--- config.mk ---
export PLATFORM = sky130hd
export DESIGN_NAME = xlat_top
export DESIGN_NICKNAME = d
export VERILOG_FILES = /design/src/rtl/xlat_pkg.sv /design/src/rtl/xlat_tc1.sv /design/src/rtl/xlat_walker.sv /design/src/rtl/xlat_top.sv
export SDC_FILE = /design/constraint.sdc
export NUM_CORES = 1
export LEC_CHECK = 0
export BUFFER_PORTS_ARGS = -buffer_cell sky130_fd_sc_hd__buf_2
export CAP_MARGIN = 30
export CELL_PAD_IN_SITES_DETAIL_PLACEMENT = 0
export CELL_PAD_IN_SITES_GLOBAL_PLACEMENT = 1
export CORE_UTILIZATION = 38
export DETAILED_ROUTE_END_ITERATION = 16
export PLACE_DENSITY_LB_ADDON = 0.1
export SLEW_MARGIN = 20
export SYNTH_ARGS = -nofsm -noshare
export SYNTH_HDL_FRONTEND = slang
export SYNTH_HIERARCHICAL = 1
export SYNTH_SLANG_ARGS = --single-unit
--- constraint.sdc ---
create_clock -name clk -period 4.7 [get_ports clk]
set_input_delay 0.705 -clock clk [delete_from_list [all_inputs] [get_ports clk]]
set_output_delay 0.705 -clock clk [all_outputs]
set_load 0.01 [all_outputs]
--- src/rtl/xlat_pkg.sv ---
package xlat_pkg;

  typedef enum logic [2:0] {
    WS_IDLE,
    WS_DIR_REQ,
    WS_DIR_WAIT,
    WS_TBL_REQ,
    WS_TBL_WAIT
  } walk_st_e;

  // entry field positions decoded by the walker and the cache fill
  localparam int unsigned PRESENT_POS = 0;
  localparam int unsigned GLOBAL_POS  = 8;

endpackage

--- src/rtl/xlat_tc1.sv ---
module xlat_tc1 #(
  parameter int unsigned PFN_W = 20
) (
  input  logic             clk,
  input  logic             rst_n,
  input  logic [PFN_W-1:0] look_vpn,
  output logic             hit,
  output logic [PFN_W-1:0] hit_pfn,
  input  logic             fill_en,
  input  logic [PFN_W-1:0] fill_vpn,
  input  logic [PFN_W-1:0] fill_pfn,
  input  logic             fill_glb,
  input  logic             flush_ng,
  input  logic             inv_en,
  input  logic [PFN_W-1:0] inv_vpn,
  output logic             ent_valid,
  output logic [PFN_W-1:0] ent_vpn,
  output logic             ent_glb
);

  logic             valid_q, valid_d;
  logic [PFN_W-1:0] vpn_q, pfn_q;
  logic             glb_q;

  // flush and invalidate act on the entry as held; a same-cycle fill wins
  always_comb begin
    valid_d = valid_q;
    if (flush_ng && !glb_q) valid_d = 1'b0;
    if (inv_en && (inv_vpn == vpn_q)) valid_d = 1'b0;
    if (fill_en) valid_d = 1'b1;
  end

  always_ff @(posedge clk or negedge rst_n) begin
    if (!rst_n) valid_q <= 1'b0;
    else        valid_q <= valid_d;
  end

  always_ff @(posedge clk) begin
    if (fill_en) begin
      vpn_q <= fill_vpn;
      pfn_q <= fill_pfn;
      glb_q <= fill_glb;
    end
  end

  assign hit       = valid_q && (look_vpn == vpn_q);
  assign hit_pfn   = pfn_q;
  assign ent_valid = valid_q;
  assign ent_vpn   = vpn_q;
  assign ent_glb   = glb_q;

endmodule

--- src/rtl/xlat_walker.sv ---
module xlat_walker
  import xlat_pkg::*;
#(
  parameter int unsigned ADDR_W = 32,
  parameter int unsigned OFF_W  = 12,
  parameter int unsigned TIDX_W = 10
) (
  input  logic                     clk,
  input  logic                     rst_n,
  input  logic                     start,
  input  logic [ADDR_W-1:0]        start_va,
  input  logic [ADDR_W-OFF_W-1:0]  base_pfn,
  output logic                     mem_req_valid,
  output logic [ADDR_W-1:0]        mem_req_addr,
  input  logic                     mem_req_ready,
  input  logic                     mem_rsp_valid,
  input  logic [ADDR_W-1:0]        mem_rsp_data,
  output logic                     busy,
  output logic                     done_ok,
  output logic                     done_fault,
  output logic [ADDR_W-OFF_W-1:0]  done_pfn,
  output logic                     done_glb,
  output logic [ADDR_W-1:0]        walk_va
);

  localparam int unsigned PFN_W  = ADDR_W - OFF_W;
  localparam int unsigned DIDX_W = ADDR_W - OFF_W - TIDX_W;
  localparam int unsigned ENT_LG = 2;

  walk_st_e          st_q, st_d;
  logic [ADDR_W-1:0] va_q, addr_q, addr_d;
  logic              va_ld, addr_ld;
  logic              present;
  logic [DIDX_W-1:0] dir_idx;
  logic [TIDX_W-1:0] tbl_idx;
  logic [PFN_W-1:0]  ent_pfn;

  assign dir_idx = start_va[ADDR_W-1 -: DIDX_W];
  assign tbl_idx = va_q[OFF_W +: TIDX_W];
  assign ent_pfn = mem_rsp_data[ADDR_W-1:OFF_W];
  assign present = mem_rsp_data[PRESENT_POS];

  always_comb begin
    st_d       = st_q;
    va_ld      = 1'b0;
    addr_ld    = 1'b0;
    addr_d     = addr_q;
    done_ok    = 1'b0;
    done_fault = 1'b0;
    unique case (st_q)
      WS_IDLE: begin
        if (start) begin
          st_d    = WS_DIR_REQ;
          va_ld   = 1'b1;
          addr_ld = 1'b1;
          addr_d  = ADDR_W'({base_pfn, {OFF_W{1'b0}}})
                  + ADDR_W'({dir_idx, {ENT_LG{1'b0}}});
        end
      end
      WS_DIR_REQ:  if (mem_req_ready) st_d = WS_DIR_WAIT;
      WS_DIR_WAIT: begin
        if (mem_rsp_valid) begin
          if (!present) begin
            done_fault = 1'b1;
            st_d       = WS_IDLE;
          end else begin
            st_d    = WS_TBL_REQ;
            addr_ld = 1'b1;
            addr_d  = ADDR_W'({ent_pfn, {OFF_W{1'b0}}})
                    + ADDR_W'({tbl_idx, {ENT_LG{1'b0}}});
          end
        end
      end
      WS_TBL_REQ:  if (mem_req_ready) st_d = WS_TBL_WAIT;
      WS_TBL_WAIT: begin
        if (mem_rsp_valid) begin
          st_d       = WS_IDLE;
          done_ok    = present;
          done_fault = !present;
        end
      end
      default: st_d = WS_IDLE;
    endcase
  end

  always_ff @(posedge clk or negedge rst_n) begin
    if (!rst_n) st_q <= WS_IDLE;
    else        st_q <= st_d;
  end

  always_ff @(posedge clk) begin
    if (va_ld)   va_q   <= start_va;
    if (addr_ld) addr_q <= addr_d;
  end

  logic unused_ent_bits;
  assign unused_ent_bits = ^mem_rsp_data[OFF_W-1:0];

  assign mem_req_valid = (st_q == WS_DIR_REQ) || (st_q == WS_TBL_REQ);
  assign mem_req_addr  = addr_q;
  assign busy          = (st_q != WS_IDLE);
  assign done_pfn      = ent_pfn;
  assign done_glb      = mem_rsp_data[GLOBAL_POS];
  assign walk_va       = va_q;

endmodule

--- src/rtl/xlat_top.sv ---
module xlat_top #(
  parameter int unsigned ADDR_W = 32,
  parameter int unsigned OFF_W  = 12,
  parameter int unsigned TIDX_W = 10
) (
  input  logic                    clk,
  input  logic                    rst_n,
  input  logic                    req_valid,
  input  logic [ADDR_W-1:0]       req_vaddr,
  output logic                    req_ready,
  output logic                    rsp_valid,
  output logic [ADDR_W-1:0]       rsp_paddr,
  output logic                    rsp_fault,
  output logic                    mem_req_valid,
  output logic [ADDR_W-1:0]       mem_req_addr,
  input  logic                    mem_req_ready,
  input  logic                    mem_rsp_valid,
  input  logic [ADDR_W-1:0]       mem_rsp_data,
  input  logic                    base_wr_en,
  input  logic [ADDR_W-OFF_W-1:0] base_wr_pfn,
  input  logic                    inv_en,
  input  logic [ADDR_W-1:0]       inv_vaddr
);

  localparam int unsigned PFN_W = ADDR_W - OFF_W;

  logic [PFN_W-1:0]  base_q;
  logic              busy, accept, hit, start;
  logic [PFN_W-1:0]  hit_pfn;
  logic              w_ok, w_fault, w_glb;
  logic [PFN_W-1:0]  w_pfn;
  logic [ADDR_W-1:0] w_va;
  logic              tlb_valid, tlb_global;
  logic [PFN_W-1:0]  tlb_vpn;

  logic              rsp_valid_d, rsp_fault_d;
  logic [ADDR_W-1:0] rsp_paddr_d;

  assign req_ready = !busy;
  assign accept    = req_valid && req_ready;
  assign start     = accept && !hit;

  xlat_tc1 #(.PFN_W(PFN_W)) u_tc1 (
    .clk       (clk),
    .rst_n     (rst_n),
    .look_vpn  (req_vaddr[ADDR_W-1:OFF_W]),
    .hit       (hit),
    .hit_pfn   (hit_pfn),
    .fill_en   (w_ok),
    .fill_vpn  (w_va[ADDR_W-1:OFF_W]),
    .fill_pfn  (w_pfn),
    .fill_glb  (w_glb),
    .flush_ng  (base_wr_en),
    .inv_en    (inv_en),
    .inv_vpn   (inv_vaddr[ADDR_W-1:OFF_W]),
    .ent_valid (tlb_valid),
    .ent_vpn   (tlb_vpn),
    .ent_glb   (tlb_global)
  );

  xlat_walker #(.ADDR_W(ADDR_W), .OFF_W(OFF_W), .TIDX_W(TIDX_W)) u_walk (
    .clk           (clk),
    .rst_n         (rst_n),
    .start         (start),
    .start_va      (req_vaddr),
    .base_pfn      (base_q),
    .mem_req_valid (mem_req_valid),
    .mem_req_addr  (mem_req_addr),
    .mem_req_ready (mem_req_ready),
    .mem_rsp_valid (mem_rsp_valid),
    .mem_rsp_data  (mem_rsp_data),
    .busy          (busy),
    .done_ok       (w_ok),
    .done_fault    (w_fault),
    .done_pfn      (w_pfn),
    .done_glb      (w_glb),
    .walk_va       (w_va)
  );

  logic unused_inv_off;
  assign unused_inv_off = ^inv_vaddr[OFF_W-1:0];

  always_comb begin
    rsp_valid_d = (accept && hit) || w_ok || w_fault;
    rsp_fault_d = w_fault;
    rsp_paddr_d = '0;
    if (accept && hit) rsp_paddr_d = {hit_pfn, req_vaddr[OFF_W-1:0]};
    else if (w_ok)     rsp_paddr_d = {w_pfn, w_va[OFF_W-1:0]};
  end

  always_ff @(posedge clk or negedge rst_n) begin
    if (!rst_n) begin
      base_q    <= '0;
      rsp_valid <= 1'b0;
      rsp_fault <= 1'b0;
    end else begin
      if (base_wr_en) base_q <= base_wr_pfn;
      rsp_valid <= rsp_valid_d;
      rsp_fault <= rsp_fault_d;
    end
  end

  always_ff @(posedge clk) begin
    if (rsp_valid_d) rsp_paddr <= rsp_paddr_d;
  end

endmodule

---- Word-level counts from Yosys, hierarchy flattened ----
Index checks and enable logic that the tools add are counted.
cells by class
  reduce and logical (&&, ||, !) cells .... 19
  divide/modulo/power cells ............... 0
  $mul .................................... 0
  $add $sub $neg .......................... 2
  order comparisons ....................... 0
  multiplexer cells ....................... 27
  shifts and indexed selects .............. 0
  eq/ne operators ......................... 12
  bitwise logic cells ..................... 0
operators with widths
  cell                  count
  $mux W32              5
  $add A32 B12 Y32      2
  $pmux W32 S2          1
  $eq A20 B20 Y1        2
  $mux W3               5
  $pmux W3 S5           1
  $mux W1               12
  $ne A2 B2 Y1 const B  6
  $reduce_and A5 Y1     2
  $eq A3 B2 Y1 const B  2
  $logic_and A1 B1 Y1   6
  $reduce_bool A3 Y1    2
  $logic_not A1 Y1      4
  $pmux W1 S2           2
  $eq A3 B1 Y1 const B  1
  $eq A3 B3 Y1 const B  1
  $logic_not A3 Y1      1
  $logic_or A1 B1 Y1    3
  $mux W2               1
  $reduce_bool A2 Y1    1
word-level totals
  flip-flop bits (word level) ............. 163
  bits in read-only memories .............. 0
  latch bits .............................. 0
  RAM bits ................................ 0
  memories kept ........................... 0

---- Depth between registers and ports, before layout ----
Gate-level depths: netlist of run 1.
  depth after elaboration ................. 7
  depth in mapped cells ................... 8
  gate-level depth less buffers ........... 7

---- Hierarchy ----
The synthesis of run 1 kept the hierarchy.
by module, submodules not included
  module       area an instance (µm²)  seq. area each (µm²)  times used  cells each
  xlat_walker  2640.0                  1936.9                1           145
  xlat_top     2437.3                  1511.4                1           185
  xlat_tc1     1716.6                  1256.2                1           99

---- Worst setup path after synthesis of run 1 ----
No wires, ideal clock.
  path type ............................... reg-to-reg
  start ................................... reg u_walk.st_q[2]
  end ..................................... reg rsp_paddr[0] (enable)
  cell stages (with the launch flop) ...... 8
  path buffers ............................ 3
  slack ................................... 0.095 ns
  arrival ................................. 4.215 ns
  data required time ...................... 4.310 ns
  cell sequence ........................... dfrtp_1 buf_2 or3b_2 nor2_1 buf_4 clkbuf_1 nor2_1 nand2_1
on the way
  elaborated cells on any way between the ends .. 10
  those cells by class .................... eq/ne: 2; mux: 2; reduce/logical: 6
RTL lines
  what                              line               text
  from (decl)                       xlat_walker.sv:30  walk_st_e st_q, st_d;
  from (signal assigned)            xlat_walker.sv:88  else st_q <= st_d;
  $eq A3 B3 Y1                      xlat_walker.sv:50  unique case (st_q)
  $mux W1                           xlat_walker.sv:50
  net w_ok                          xlat_top.sv:30     logic w_ok, w_fault, w_glb;
  $logic_or A1 B1 Y1 (2 in series)  xlat_top.sv:84     rsp_valid_d = (accept && hit) || w_ok || w_fault;
  net rsp_valid_d                   xlat_top.sv:36     logic rsp_valid_d, rsp_fault_d;
  to (signal assigned)              xlat_top.sv:104    if (rsp_valid_d) rsp_paddr <= rsp_paddr_d;
  to (decl)                         xlat_top.sv:12     output logic [ADDR_W-1:0] rsp_paddr,
The timed path passes the listed nets, and every way through them passes these cells.
A chain may end at the register's enable or synchronous reset.

---- Worst setup path after layout of run 1 ----
  start ................................... reg u_tc1.vpn_q[11] (netlist: u_tc1/ent_vpn[11])
  end ..................................... reg rsp_paddr[8] (enable)
on the way
  cells in the longest elaborated chain, start to end .. 5
RTL lines
  what                              line            text
  from (decl)                       xlat_tc1.sv:22  logic [PFN_W-1:0] vpn_q, pfn_q;
  from (signal assigned)            xlat_tc1.sv:40  vpn_q <= fill_vpn;
  $eq A20 B20 Y1                    xlat_tc1.sv:46  assign hit = valid_q && (look_vpn == vpn_q);
  $logic_and A1 B1 Y1               xlat_tc1.sv:46
  net hit                           xlat_top.sv:28  logic busy, accept, hit, start;
  $logic_and A1 B1 Y1               xlat_top.sv:84
  $logic_or A1 B1 Y1 (2 in series)  xlat_top.sv:84
  net rsp_valid_d                   xlat_top.sv:36
The timed path passes the listed nets, and every way through them passes these cells.

==> results of run 1 <==
[kinds of logic after synthesis]
| family | after synthesis |
|---|---|
| buf+inv | 72 |
| simple gates | 66 |
| compound gates | 7 |
| xor+xnor | 40 |
| flops | 161 |
| mux | 82 |
| other cells | 1 |
[cell usage in the layout, fill, tap and decap left out, types with 7 or more instances in the layout]
cell type,instances
mux2i_1,32
xnor2_1,31
mux2_2,48
clkbuf_16,17
xor2_1,9
edfxtp_1,135
dfrtp_1,26
inv_1,35
nand2_1,34
buf_2,166
nand4_1,7
[metal layers]
| metal | vias up | wire [um] | global-route usage (%) |
|---|---|---|---|
| met2 | 96 | 6460 | 23.6 |
| li1 | 1819 | - | - |
| met4 | 0 | 157 | 6.37 |
| met5 | - | 0 | 0 |
| met1 | 1798 | 6580 | 21.7 |
| met3 | 13 | 665 | 4.45 |
[state kept, by name, summed over array words and instances (netlist names)]
register / flops
u_tc1/ent_vpn: 20
u_walk/mem_req_addr: 30
rsp_valid: 1
u_tc1/ent_valid: 1
rsp_fault: 1
u_walk/walk_va: 32
u_walk/st_q: 3
u_tc1/hit_pfn: 20
u_tc1/ent_glb: 1
base_q: 20
rsp_paddr: 32
[power by group]
group          internal, mW  switching [mW]  total [mW]
registers              1.79          0.0728        1.86
clock network         0.830           0.550        1.38
logic                 0.277           0.350       0.627
[metrics by stage]
step	instance area, um2	hold WS [ns]	util [%]	setup WS [ns]
floorplan	6800	0.400	-	0.0946
global placement	7660	0.401	44.2	1.11
detailed placement	7690	0.406	44.3	1.08
finish	8280	0.316	47.7	1.47
global route	8280	0.341	47.7	1.28
CTS	8280	0.335	47.7	1.40
[final cells by class]
class	count	area [um2]
Fill cell	1554	9070
Sequential cell	161	4700
Multi-Input combinational cell	197	1680
Timing Repair Buffer	172	896
Clock buffer	17	425
Tap cell	225	282
Clock inverter	15	166
Inverter	35	131
[critical path: cells and delay by family, from the launching register on]
| kind | cells | cell delay (ns) |
|---|---|---|
| flops | 1 | 0.44 |
| simple gates | 5 | 1.83 |
| buf+inv | 1 | 0.32 |
| xor+xnor | 1 | 0.21 |
[worst min-delay path by stage]
| stage | slack (ns) | endpoint | start | cells past startpoint |
|---|---|---|---|---|
| 3_5_place_dp | 0.41 | u_tc1/ent_vpn[17] | u_walk/walk_va[29] | 0 |
| 2_1_floorplan | 0.40 | u_tc1/ent_vpn[10] | u_walk/walk_va[22] | 0 |
| 6_report | 0.32 | base_q[11] | rst_n | 1 |
| 3_3_place_gp | 0.40 | u_tc1/ent_vpn[14] | u_walk/walk_va[26] | 0 |
| 4_1_cts | 0.34 | base_q[12] | rst_n | 1 |
| 5_1_grt | 0.34 | base_q[12] | rst_n | 1 |
==> results_dict.tcl, run 1 <==
set metrics [dict create \
    status "finished clean" \
    synth_top_area_share_pct 59.7 \
    cp_max_fo 33 \
    gp_congestion 0.744 \
    rows 48 \
    wl_um 13900 \
    grt_use_total_pct 15.8 \
    worst-setup-path-type "reg2reg" \
    area_growth_pct 21.9 \
    cts_made_buffers 17 \
    slew_violations 0 \
    synth.top_cells.by_count "edfxtp_1 (135), mux2_2 (48), inv_1 (35), nand2_1 (35), mux2i_1 (32)" \
    synthAdderAreaFrac_pct 0 \
    port_buffers 166 \
    cts_tree "yes" \
    end_kind "flop" \
    cts_buffer_depth 2 \
    fmax_mhz 309 \
    synth-simple-area-share_pct 5.27 \
    antenna_left 0 \
    yosysUniqueCellTypes 36 \
    yosysTopAreaCell "edfxtp_1" \
    synth.area.top_cells "edfxtp_1 (60%), dfrtp_1 (9.6%), mux2_2 (8.0%), mux2i_1 (4.7%), xnor2_1 (4.0%)" \
    synth_cells 429 \
    die_h_um 136 \
    crit_chain "xor2_1 -> nor4_1 -> nand4_1 -> nor4_2 -> nand3b_4 -> buf_4 -> nand2_2" \
    netlist_area_um2 6790 \
    cp_slowest_cell "nand2_2" \
    dr.pass1.iters 4 \
    initial_core_util_pct 39.1 \
    drive_gt1_share_pct 42.9 \
    clock-root-buffer "clkbuf_16" \
    ys.flop_type "edfxtp_1" \
    hold_viol_final 0 \
    ff2ff_setup_slack_ns 1.47 \
    dr.first_iter.drc_count 184 \
    htree_levels 4 \
    num-nets-final 707 \
    timing.rr.start "u_tc1/ent_vpn[11]" \
    worstHoldPathType "in2async" \
    clk_pin_slew_ns 0.07 \
    ys_seq_area_share_pct 69.2 \
    vias_per_cell 4.53 \
    yosysMostFrequentCell "edfxtp_1" \
    reg2reg_to "rsp_paddr[8]" \
    die_w_um 136 \
    grt_overflow 0 \
    synth_compound_area_share_pct 0.737 \
    dpl.hpwl_um 9410 \
    vias 3726 \
    fin_skew_ns 0.0113 \
    endpoint "rsp_paddr[8]" \
    pin_count 191 \
    async_flop_share_pct 16.1 \
    grt_pass1_wl_um 20900 \
    max-slew-margin-rel_pct 38.4 \
    fin_tns_setup_ns 0 \
    synth-xor-area-share_pct 5.16 \
    synth_area_per_cell_um2 15.8 \
    wl_per_cell_um 16.9 \
    yosys_warnings 6 \
    worst_pin_slew_ns 0.924 \
    synth-edff-count 135 \
    synth_top_family_by_area "multiplexers" \
    cap_violations 0 \
    antenna_found_initial 0 \
    drc 0 \
    grt_pass1_vias 3712 \
    fin_crit_sh_pct 68.8 \
    arrival_ns 3.28 \
    final-setup-viol-count 0 \
    n_antenna_cell 0 \
    layoutNonFillerInstCount 822 \
    muxShareOfSynthArea_pct 13.0 \
    grt_max_degree 76 \
    placedCellCount 790 \
    hold_buffers 0 \
    irDropWorstVdd_v 0.000265 \
    cts_resized 0 \
    rsz0062_at_grt "false" \
    p_leak_nw 3.45 \
    reg2regPathDepth 7 \
    crit_path_max_incr_delay_ns 0.72 \
    startpoint_type "flop" \
    period_minus_slack_ns 3.23 \
    die_area_um2 18400 \
    cp.required_ns 4.74 \
    clock_latency_ns 0.42 \
    worstSetupStartpoint "u_tc1/ent_vpn[11]" \
    power_mw 3.87 \
    ys_ff_latch 161 \
    core_um2 17400 \
    power_density_nw_per_um2 467 \
    cts_sinks 161 \
    post_cts_buffers 0 \
]
No activity file was read; power rests on OpenSTA's default activity.
==> run 2: changes to the inputs <==
CORE_UTILIZATION = 42   (was 38)
clock period = 3.2 ns   (was 4.7 ns; I/O delays follow)
==> run 2 against run 1 <==
Compared with the run above: first-iteration DRC count grew 37%; final cell count shrank 0.61%; clock-buffer cell count is the same; critical path depth increased by 1; design area decreased by 0.79%; utilization rose by 4.2 points; sequential power increased by 47%; via count rose by 0.94%; routed wire length shrank 3.3%; clock power up 26%; fmax rose by 28%; combinational power increased by 48%; critical endpoint is now u_walk/mem_req_addr[19]; largest cell class unchanged.
==> results_dict.tcl, run 2 (synthesis results as in run 1) <==
set metrics [dict create \
    status "finished clean" \
    die_w_um 129 \
    irDropWorstVdd_v 0.000373 \
    drive_gt1_share_pct 43.3 \
    n_antenna_cell 0 \
    fin_skew_ns 0.00605 \
    rows 46 \
    worst-setup-path-type "reg2reg" \
    antenna_found_initial 0 \
    htree_levels 4 \
    post_cts_buffers 0 \
    grt_overflow 0 \
    end_kind "flop" \
    vias_per_cell 4.60 \
    cts_resized 0 \
    worstHoldPathType "in2async" \
    cpLargestDelayFamily "simple AND/OR/NAND/NOR gates" \
    pin_count 191 \
    cts_tree "yes" \
    critPathBufInv 1 \
    die_area_um2 16700 \
    cp_max_fo 20 \
    drc 0 \
    wl_met1_um 6020 \
    final-setup-viol-count 0 \
    antenna_left 0 \
    dp_slack_ns 0.545 \
    arrival_ns 2.67 \
    mostFrequentLayoutCell "buf_2" \
    clock-root-buffer "clkbuf_16" \
    area_growth_pct 21.0 \
    initial_core_util_pct 42.9 \
    period_minus_slack_ns 2.52 \
    hold_viol_final 0 \
    fin_ws_ns 0.677 \
    core_um2 15800 \
    clk_pin_slew_ns 0.06 \
    top_layer "met4" \
    fin_tns_setup_ns 0 \
    rsz0062_at_grt "false" \
    grt_pass1_vias 3830 \
    fin_crit_sh_pct 78.9 \
    num-nets-final 711 \
    hold_slack_ns 0.0924 \
    fin_util_pct 51.9 \
    wl_met3_um 752 \
    crit_path_max_incr_delay_ns 0.44 \
    dr.pass1.iters 4 \
    wl_um 13400 \
    port_buffers 166 \
    dr_wl_met2_um 6400 \
    grt_pass1_wl_um 20700 \
    grt_max_degree 46 \
    cap_violations 0 \
    p_leak_nw 3.43 \
    fmax_mhz 396 \
    startpoint_type "flop" \
    gp_congestion 0.753 \
    clock_latency_ns 0.42 \
    slew_violations 0 \
    grt_use_total_pct 17.1 \
    power_density_nw_per_um2 657 \
    cp.required_ns 3.34 \
    crit_chain "xor2_1 -> nor4_1 -> nand4_1 -> nor4_2 -> nor3b_1 -> nand2b_1 -> a211oi_4 -> buf_4" \
    final_cell_mix "buf_2 (166), edfxtp_1 (135), mux2_2 (48)" \
    cts_buffer_depth 2 \
    max-slew-margin-rel_pct 56.2 \
    wl_per_cell_um 16.4 \
    cts_sinks 161 \
    dpl.hpwl_um 9300 \
    cp_slowest_cell "nor4_2" \
    die_h_um 129 \
    cts_made_buffers 17 \
    dr.first_iter.drc_count 252 \
    hold_buffers 0 \
    vias 3761 \
    worst_pin_slew_ns 0.657 \
]
-- run 2: changes by cell type in the layout (fill, tap and decap cells not counted), sizes merged --
cell      delta
inv          -1
buf          +4
clkinv       +2
clkinvlp     +2
bufinv       -3
-- run 2: final cells by class --
class	count	area [um2]
Inverter	35	131
Sequential cell	161	4700
Fill cell	1398	7610
Clock buffer	17	425
Multi-Input combinational cell	197	1680
Tap cell	216	270
Clock inverter	15	77.6
Timing Repair Buffer	176	931
-- run 2: path summary, 6_finish.rpt --
check | start | end | slack, ns | depth (start not counted)
setup reg to reg | u_tc1/ent_vpn[11] | u_walk/mem_req_addr[19] | 0.68 | 8
hold reg to reg | u_walk/walk_va[22] | u_tc1/ent_vpn[10] | 0.42 | 0
hold / removal | rst_n | base_q[4] | 0.09 | 1
min in group clk | req_vaddr[6] | u_walk/walk_va[6] | 0.25 | 1
max in group asynchronous | rst_n | u_tc1/ent_valid | 2.67 | 1
setup / recovery | u_tc1/ent_vpn[11] | u_walk/mem_req_addr[19] | 0.68 | 8
-- run 2: where the power goes --
group | switching (mW) | internal [mW] | total (mW)
Sequential | 0.102 | 2.62 | 2.73
Clock | 0.778 | 0.965 | 1.74
Combinational | 0.512 | 0.416 | 0.928
Total | 1.39 | 4.00 | 5.40
-- run 2: stage by stage --
| stage | instances | instance area [um2] | power (mW) |
|---|---|---|---|
| finish | 817 | 8220 | 5.40 |
| global route | 817 | 8220 | 5.65 |
| CTS | 817 | 8220 | 5.48 |
| detailed placement | 785 | 7720 | 3.72 |
| global placement | 784 | 7700 | 3.69 |
| floorplan | 430 | 6810 | 3.33 |
-- run 2: routing by layer --
layer / up-vias / global-route usage (%)
met3: 18 / 4.75
met1: 1816 / 22.4
li1: 1823 / -
met5: - / 0
met2: 104 / 26.8
met4: 0 / 6.92
==> run 3: changes to the inputs <==
ABC_AREA = 1   (was unset)
CORE_UTILIZATION = 40   (was 42)
clock period = 2.6 ns   (was 3.2 ns; I/O delays follow)
==> run 3 against run 2 <==
Compared with the run above: die area is 12% higher; largest cell class unchanged; register-to-register slack worse by 0.22 ns; the flow now finishes with violations (hold timing); utilization is 2.0 points lower.
==> results_dict.tcl, run 3 <==
set metrics [dict create \
    status "complete, but fails checks" \
    violations "hold timing" \
    synth_cells 733 \
    gp_congestion 0.787 \
    worstHoldPathType "in2async" \
    clock_latency_ns 0.41 \
    irDropWorstVdd_v 0.000435 \
    yosysUniqueCellTypes 28 \
    grt_max_degree 75 \
    power_density_nw_per_um2 860 \
    die_h_um 137 \
    cts_sinks 161 \
    layoutNonFillerInstCount 1117 \
    startpoint_type "flop" \
    core_um2 17500 \
    num-nets-final 1001 \
    cts_made_buffers 17 \
    grt_pass1_wl_um 26100 \
    cp_slowest_cell "dfrtp_1" \
    yosysTopAreaCell "edfxtp_1" \
    cp.required_ns 2.21 \
    die_area_um2 18700 \
    cap_violations 0 \
    worst-setup-path-type "reg2out" \
    synth.area.top_cells "edfxtp_1 (56%), nand2_1 (15%), dfrtp_1 (9.0%), inv_1 (4.7%), buf_4 (3.2%)" \
    fmax_mhz 456 \
    reg2regPathDepth 10 \
    hold_viol_final 2 \
    drive_gt1_share_pct 25.1 \
    post_cts_buffers 0 \
    dr.first_iter.drc_count 341 \
    ys_ff_latch 161 \
    mostFrequentLayoutCell "nand2_1" \
    synth_area_per_cell_um2 9.90 \
    power_mw 7.52 \
    cts_resized 0 \
    fin_tns_setup_ns 0 \
    vias_per_cell 4.60 \
    antenna_found_initial 3 \
    die_w_um 137 \
    clk_pin_slew_ns 0.06 \
    arrival_ns 1.80 \
    pin_count 191 \
    crit_chain "nor2_4 -> nand2_1 -> inv_2 -> buf_4 -> buf_2" \
    initial_core_util_pct 41.4 \
    endpoint "req_ready" \
    port_buffers 166 \
    dr.pass1.iters 4 \
    rsz0062_at_grt "false" \
    yosysMostFrequentCell "nand2_1" \
    dp_slack_ns 0.368 \
    ff2ff_setup_slack_ns 0.46 \
    hold_buffers 0 \
    async_flop_share_pct 16.1 \
    final-setup-viol-count 0 \
    wl_um 17100 \
    htree_levels 4 \
    hold_slack_ns -0.0104 \
    wl_per_cell_um 15.3 \
    reg2reg_to "u_walk/walk_va[23]" \
    final_cell_mix "nand2_1 (296), buf_2 (166), edfxtp_1 (135)" \
    worst_pin_slew_ns 0.638 \
    max-slew-margin-rel_pct 57.4 \
    synth-edff-count 135 \
    end_kind "output pin" \
    synth_top_area_share_pct 55.8 \
    fin_ws_ns 0.407 \
    cts_tree "yes" \
    netlist_area_um2 7260 \
    antenna_left 0 \
    grt_overflow 0 \
    vias 5134 \
    slew_violations 0 \
    yosys_warnings 6 \
    drc 0 \
    grt_pass1_vias 4905 \
    fin_skew_ns 0.00678 \
    worstSetupStartpoint "u_walk/st_q[2]" \
    dpl.hpwl_um 11800 \
    grt_use_total_pct 19.0 \
    timing.rr.start "u_tc1/ent_vpn[12]" \
    clock-root-buffer "clkbuf_16" \
    area_growth_pct 20.5 \
    rows 48 \
    ys_seq_area_share_pct 64.8 \
    p_leak_nw 4.22 \
    period_minus_slack_ns 2.19 \
    fin_crit_sh_pct 84.4 \
    ys.flop_type "edfxtp_1" \
    placedCellCount 1084 \
    cts_buffer_depth 2 \
    synth.top_cells.by_count "nand2_1 (297), edfxtp_1 (135), inv_1 (90)" \
    crit_path_max_incr_delay_ns 0.46 \
    cp_max_fo 34 \
]
==> run 3: cell count changes after synthesis, moves of 9 or more <==
| cell | delta |
|---|---|
| nand2_1 | +262 |
| mux2_2 | -48 |
| xor2_1 | -9 |
| mux2i_1 | -32 |
| o21ai_0 | +24 |
| xnor2_1 | -27 |
| nand4_1 | +25 |
| inv_2 | +10 |
| nor2_1 | +21 |
| inv_1 | +55 |
| nand3_1 | +9 |
==> run 3: how the worst min path moves through the flow <==
stage,to,slack [ns],cells past startpoint
2_1_floorplan,base_q[0],0.09,0
3_3_place_gp,u_tc1/ent_vpn[13],0.40,0
3_5_place_dp,u_tc1/ent_vpn[16],0.40,0
4_1_cts,u_walk/st_q[0],0.005,1
5_1_grt,rsp_valid,0.04,1
6_report,rsp_valid,-0.01,1
==> run 3: kinds of logic after synthesis <==
group	after synthesis	share of synthesized area (%)
AND/OR/NAND/NOR	375	21.4
flip-flops	161	64.8
buffers and inverters	152	10.3
AO/OA/AOI/OAI	40	2.98
XOR/XNOR	4	0.483
other	1	0.0517
==> run 3: layer usage <==
layer / global-route usage (%) / vias to the layer above / share of wire, %
met2: 27.8 / 145 / 45
met5: 0 / - / 0.058
met1: 27.0 / 2354 / 48
met4: 6.98 / 2 / 1.7
li1: - / 2613 / -
met3: 4.93 / 20 / 6.2
==> run 3: area by class of cell <==
cell class / count / area [um2]
clock buffers: 31 / 603
diodes: 1 / 2.50
fillers: 1695 / 8790
multi-input cells: 421 / 1830
well taps: 225 / 282
flip-flops and latches: 161 / 4700
inverters: 101 / 382
repair buffers: 176 / 918
clock inverters: 1 / 30.0
==> run 3: report_power, final <==
part	internal (mW)	total (mW)	switching [mW]
clock	1.66	2.60	0.946
sequential	3.33	3.46	0.134
combinational	0.435	1.46	1.02
==> run 3: worst max-delay path: cells and delay by family, from the launching register on <==
| kind | cells | cell delay, ns |
|---|---|---|
| flip-flops | 1 | 0.46 |
| AND/OR/NAND/NOR | 2 | 0.28 |
| buffers and inverters | 3 | 0.63 |
==> run 3: per-stage QoR <==
step	cell area [um2]	utilization (%)
floorplan	7280	-
global placement	8110	46.3
detailed placement	8110	46.3
CTS	8750	49.9
global route	8750	49.9
finish	8750	49.9
